$ cat src/rtl/ichan_pkg.sv
package ichan_pkg;

  typedef enum logic [2:0] {
    M_ONESHOT_LOW  = 3'd0,
    M_GATED_HIGH   = 3'd1,
    M_PULSE_RATE   = 3'd2,
    M_SQUARE       = 3'd3,
    M_SOFT_STROBE  = 3'd4,
    M_HARD_STROBE  = 3'd5
  } mode_e;

  function automatic logic gate_restarts(input logic [2:0] m);
    return (m == 3'd1) || (m == 3'd2) || (m == 3'd3) || (m == 3'd5);
  endfunction

endpackage

$ cat src/rtl/ichan_edge.sv
module ichan_edge (
  input  logic clk_i,
  input  logic rst_ni,
  input  logic sig_i,
  output logic rise_o
);
  logic sig_q;

  always_ff @(posedge clk_i or negedge rst_ni) begin
    if (!rst_ni) sig_q <= 1'b0;
    else         sig_q <= sig_i;
  end

  assign rise_o = sig_i & ~sig_q;
endmodule

$ cat src/rtl/ichan_count.sv
module ichan_count #(
  parameter int unsigned CNT_W = 16,
  localparam int unsigned PER_W = CNT_W + 1,
  localparam int unsigned ELA_W = CNT_W + 2
) (
  input  logic             clk_i,
  input  logic             rst_ni,
  input  logic             clear_i,
  input  logic             tick_i,
  input  logic [PER_W-1:0] period_i,
  output logic [ELA_W-1:0] elapsed_o,
  output logic [PER_W-1:0] phase_o
);
  logic [ELA_W-1:0] elapsed_q;
  logic [PER_W-1:0] phase_q;
  logic [ELA_W-1:0] period_ext;

  assign period_ext = ELA_W'(period_i);

  // elapsed saturates at period+1: enough to tell below, equal and beyond
  always_ff @(posedge clk_i or negedge rst_ni) begin
    if (!rst_ni) begin
      elapsed_q <= '0;
      phase_q   <= '0;
    end else if (clear_i) begin
      elapsed_q <= '0;
      phase_q   <= '0;
    end else if (tick_i) begin
      if (elapsed_q <= period_ext) elapsed_q <= elapsed_q + 1'b1;
      if (phase_q == period_i - 1'b1) phase_q <= '0;
      else                            phase_q <= phase_q + 1'b1;
    end
  end

  assign elapsed_o = elapsed_q;
  assign phase_o   = phase_q;
endmodule

$ cat src/rtl/ichan_wave.sv
module ichan_wave #(
  parameter int unsigned CNT_W = 16,
  localparam int unsigned PER_W = CNT_W + 1,
  localparam int unsigned ELA_W = CNT_W + 2
) (
  input  logic [2:0]       mode_i,
  input  logic [PER_W-1:0] period_i,
  input  logic [ELA_W-1:0] elapsed_i,
  input  logic [PER_W-1:0] phase_i,
  output logic             out_o
);
  logic [ELA_W-1:0] period_ext;
  logic [PER_W-1:0] half;

  assign period_ext = ELA_W'(period_i);
  assign half       = PER_W'((ELA_W'(period_i) + 1'b1) >> 1);

  always_comb begin
    unique case (mode_i)
      3'd1:       out_o = elapsed_i < period_ext;
      3'd2:       out_o = (phase_i == '0) && (elapsed_i != '0);
      3'd3:       out_o = phase_i < half;
      3'd4, 3'd5: out_o = elapsed_i == period_ext;
      default:    out_o = elapsed_i >= period_ext;
    endcase
  end
endmodule

$ cat src/rtl/interval_chan.sv
module interval_chan #(
  parameter int unsigned CNT_W = 16,
  localparam int unsigned PER_W = CNT_W + 1,
  localparam int unsigned ELA_W = CNT_W + 2
) (
  input  logic             clk_i,
  input  logic             rst_ni,
  input  logic             tick_i,
  input  logic             gate_i,
  input  logic             load_i,
  input  logic [CNT_W-1:0] count_i,
  input  logic [2:0]       mode_i,
  output logic             out_o,
  output logic [CNT_W-1:0] cur_o
);
  import ichan_pkg::*;

  logic [PER_W-1:0] period_q;
  logic [2:0]       mode_q;
  logic             gate_rise;
  logic             clear;
  logic [ELA_W-1:0] elapsed;
  logic [PER_W-1:0] phase;

  always_ff @(posedge clk_i or negedge rst_ni) begin
    if (!rst_ni) begin
      period_q <= PER_W'(1) << CNT_W;
      mode_q   <= 3'd0;
    end else if (load_i) begin
      period_q <= (count_i == '0) ? (PER_W'(1) << CNT_W) : PER_W'(count_i);
      mode_q   <= mode_i;
    end
  end

  ichan_edge i_gate_edge (
    .clk_i  (clk_i),
    .rst_ni (rst_ni),
    .sig_i  (gate_i),
    .rise_o (gate_rise)
  );

  assign clear = load_i | (gate_rise & gate_restarts(mode_q));

  ichan_count #(.CNT_W(CNT_W)) i_count (
    .clk_i     (clk_i),
    .rst_ni    (rst_ni),
    .clear_i   (clear),
    .tick_i    (tick_i),
    .period_i  (period_q),
    .elapsed_o (elapsed),
    .phase_o   (phase)
  );

  ichan_wave #(.CNT_W(CNT_W)) i_wave (
    .mode_i    (mode_q),
    .period_i  (period_q),
    .elapsed_i (elapsed),
    .phase_i   (phase),
    .out_o     (out_o)
  );

  assign cur_o = CNT_W'(period_q - phase);
endmodule

$ cat config.mk
export PLATFORM = sky130hd
export DESIGN_NAME = interval_chan
export DESIGN_NICKNAME = d
export VERILOG_FILES = /design/src/rtl/ichan_pkg.sv /design/src/rtl/ichan_edge.sv /design/src/rtl/ichan_count.sv /design/src/rtl/ichan_wave.sv /design/src/rtl/interval_chan.sv
export SDC_FILE = /design/constraint.sdc
export NUM_CORES = 1
export LEC_CHECK = 0
export BUFFER_PORTS_ARGS = -buffer_cell sky130_fd_sc_hd__buf_2
export CORE_ASPECT_RATIO = 0.9
export CORE_MARGIN = 2
export CORE_UTILIZATION = 45
export DETAILED_ROUTE_END_ITERATION = 16
export GPL_TIMING_DRIVEN = 0
export PLACE_DENSITY = 0.62
export SLEW_MARGIN = 20
export SYNTH_ARGS = -nofsm -noshare
export SYNTH_HDL_FRONTEND = slang
export SYNTH_SLANG_ARGS = --single-unit
$ cat constraint.sdc
create_clock -name clk_i -period 7.8 [get_ports clk_i]
set_clock_uncertainty 0.05 [all_clocks]
set_input_delay 0.39 -clock clk_i [delete_from_list [all_inputs] [get_ports clk_i]]
set_output_delay 0.39 -clock clk_i [all_outputs]
set_load 0.005 [all_outputs]
==> out/metrics.yaml <==
result_of_the_run: "finished, final reports clean"
yosys_register_bits: 56
wl_per_cell_um: 18.2
globalRouteTotalUtil: 0.248
worstSetupEndpointType: "primary output"
ant_nets: 0
max_slew.worst_pin.slew_ns: 0.917
detailedRoute.firstIterationViolations: 256
synth_flop_cell: "dfrtp_1"
total_power_w: 0.000849
antenna_found_initial: 0
core_um2: 10900
cts-root-buf: "clkbuf_16"
cts-htree-levels: 2
static_leak_nw: 2.55
cell_with_the_largest_stage_delay_on_the_worst_path: "nor4_1"
detail_route.first_pass.iterations: 5
worst_skew_pair.late_latency_ns: 0.30
clk_pin_slew_ns: 0.07
flow.area_growth_from_synthesis_pct: 11.3
synthCells: 598
place_hpwl_mm: 11.4
timing.final.crit_share: 0.534
number_of_vias_per_cell_after_detailed_routing: 5.78
design_area_um2: 5710
initial_core_util: 0.468
fin_tns_setup_ns: 0
timing.rr.end: "i_count.elapsed_o[13]$_DFFE_PN0P_"
final_layout_size_suffix_gt1_frac: 0.122
startpoint_of_the_worst_setup_timing_path: "period_q[7]$_DFFE_PN0P_"
route.final.wire_length_mm: 14.6
setup.worst_path.end: "out_o"
slew_headroom: 0.381
grt_setup_unrepaired: "no"
max_freq_mhz: 240
yosysUniqueCellTypes: 66
final-max-slew-violation-count: 0
numPortBuffers: 40
edff_count_synth: 0
max-vdd-ir-drop_mv: 0.0742
fp-row-count: 36
placed_area_um2: 5520
hold_class: "in2async"
synth-async-reset-ratio: 1.00
n_fill_cell: 1080
synth.cell_area_um2: 5130
cts.hold.buffers_added: 0
maxCapViolations: 0
number_of_global_route_vias_before_repair: 4373
ios: 41
p_per_area_nw_per_um2: 149
worst-endpoint-required_ns: 7.36
cts_tree: "done"
die_area_um2: 12300
total_number_of_vias: 4614
critical_path.startpoint_type: "flip-flop"
tritoncts.num_buffers: 5
synth.avg_cell_area_um2: 8.57
diodes: 0
globalplace.congestion: 0.892
timing.final.hold_violations: 0
clock_sinks: 56
r2r.worst_path.cells: 12
grt.overflow.total: 0
worstSetupPathType: "reg2out"
mostFrequentLayoutCells: "xnor2_1 (55), dfrtp_1 (55), ha_1 (54)"
cts_setup_buffers: 0
yosysWarnings: 0
synth.net_count: 677
setup_violating_endpoint_count_in_the_final_report: 0
die_h_um: 105
timing.final.crit_period_ns: 4.17
grt_pass1_wl_mm: 23.7
arrival_ns: 3.73
critical_path.reg2reg.startpoint: "period_q[9]$_DFFE_PN0P_"
die_x_um: 117
worst-path-max-fanout: 8
critPathMaxStageDelay_ns: 0.81
yosysSeqAreaShare: 0.274
design.final.nets: 724
r2r_setup_slack_ns: 4.12
maximum_number_of_pins_on_one_net_before_global_route_repair: 57
maximum_root_to_sink_buffer_count: 2
chain_of_cells_forming_the_critical_path: "clkbuf_1, inv_1, nor4_1, nand3_1, xnor2_1, ha_1, a211oi_1, o2111ai_1, o21ai_0, a31oi_1, o22ai_1, buf_2"
route.detailed.drc: 0
cts.repair.resized: 0
metrics by stage:
step / utilization / instances / hold slack [ns] / setup slack (ns)
final: 0.521 / 798 / 0.106 / 3.63
after floorplan: - / 598 / 0.0444 / 4.86
after CTS: 0.521 / 798 / 0.136 / 3.70
after global placement: 0.504 / 790 / 0.477 / 4.06
after global routing: 0.521 / 798 / 0.171 / 3.37
after detailed placement: 0.504 / 790 / 0.468 / 4.05
synth_stat cells, drive strengths merged (6+ instances only):
cell type  number  area share
a211oi          6      0.0088
a21o           10       0.015
a21oi          32       0.031
and3           28       0.035
buf            13       0.019
clkbuf         16       0.012
dfrtp          55        0.27
ha             54        0.13
inv            42       0.031
nand2          44       0.034
nand3          30       0.029
nand4          22       0.028
nor2           25       0.018
nor2b          11       0.013
nor3           15       0.017
nor4           18       0.031
o21ai          28       0.027
o31ai           8       0.013
or4             9       0.013
xnor2          55       0.094
xor2           14       0.024
registers in the layout, summed over array words and instances (netlist names):
signal / cells
i_count.elapsed_o: 18
i_count.phase_o: 17
i_gate_edge.sig_q: 1
mode_q: 3
period_q: 17
layer usage:
metal / global-route usage / vias up / share of wire
met5: 0 / - / 0
met4: 0.0587 / 0 / 0.019
met3: 0.0512 / 25 / 0.065
met2: 0.361 / 147 / 0.42
met1: 0.374 / 2194 / 0.50
li1: - / 2248 / -
cell type report:
type | instances | area (um^2) | share of cell area
multi-input combinational | 469 | 3400 | 0.596
sequential | 56 | 1400 | 0.246
timing repair buffer | 40 | 203 | 0.0355
tap | 152 | 190 | 0.0333
inverter | 44 | 165 | 0.0289
buffer | 29 | 158 | 0.0276
clock buffer | 6 | 129 | 0.0226
clock inverter | 2 | 60.1 | 0.0105
report_power, final:
part | internal (W) | total, W | switching [W]
Clock | 0.000185 | 0.000297 | 0.000112
Sequential | 0.000302 | 0.000319 | 0.0000175
Combinational | 0.0000972 | 0.000233 | 0.000136
kinds of logic (layout without fill, tap and decap cells):
logic type / after synthesis / in the layout / synth area share
flops: 56 / 56 / 0.274
compound gates: 115 / 115 / 0.144
buf+inv: 73 / 121 / 0.0630
simple gates: 224 / 224 / 0.254
mux: 6 / 6 / 0.0122
fa+ha+maj: 55 / 55 / 0.136
xor+xnor: 69 / 69 / 0.118
worst min path at each step:
stage | slack (ns) | startpoint | end
finish | 0.11 | rst_ni | i_count.elapsed_o[13]$_DFFE_PN0P_
floorplan | 0.04 | rst_ni | i_count.elapsed_o[0]$_DFFE_PN0P_
global route | 0.17 | rst_ni | i_count.elapsed_o[12]$_DFFE_PN0P_
global placement | 0.48 | gate_i | i_gate_edge.sig_q$_DFF_PN0_
CTS | 0.14 | rst_ni | i_count.elapsed_o[12]$_DFFE_PN0P_
detailed placement | 0.47 | rst_ni | i_count.elapsed_o[13]$_DFFE_PN0P_
critical path: cells and delay by family (launching register included):
kind	cells	cell delay [ns]
flops	1	0.37
fa+ha+maj	1	0.20
xor+xnor	1	0.18
buf+inv	3	0.68
compound gates	5	1.00
simple gates	2	1.01
Power figures use the tool's default switching activity.
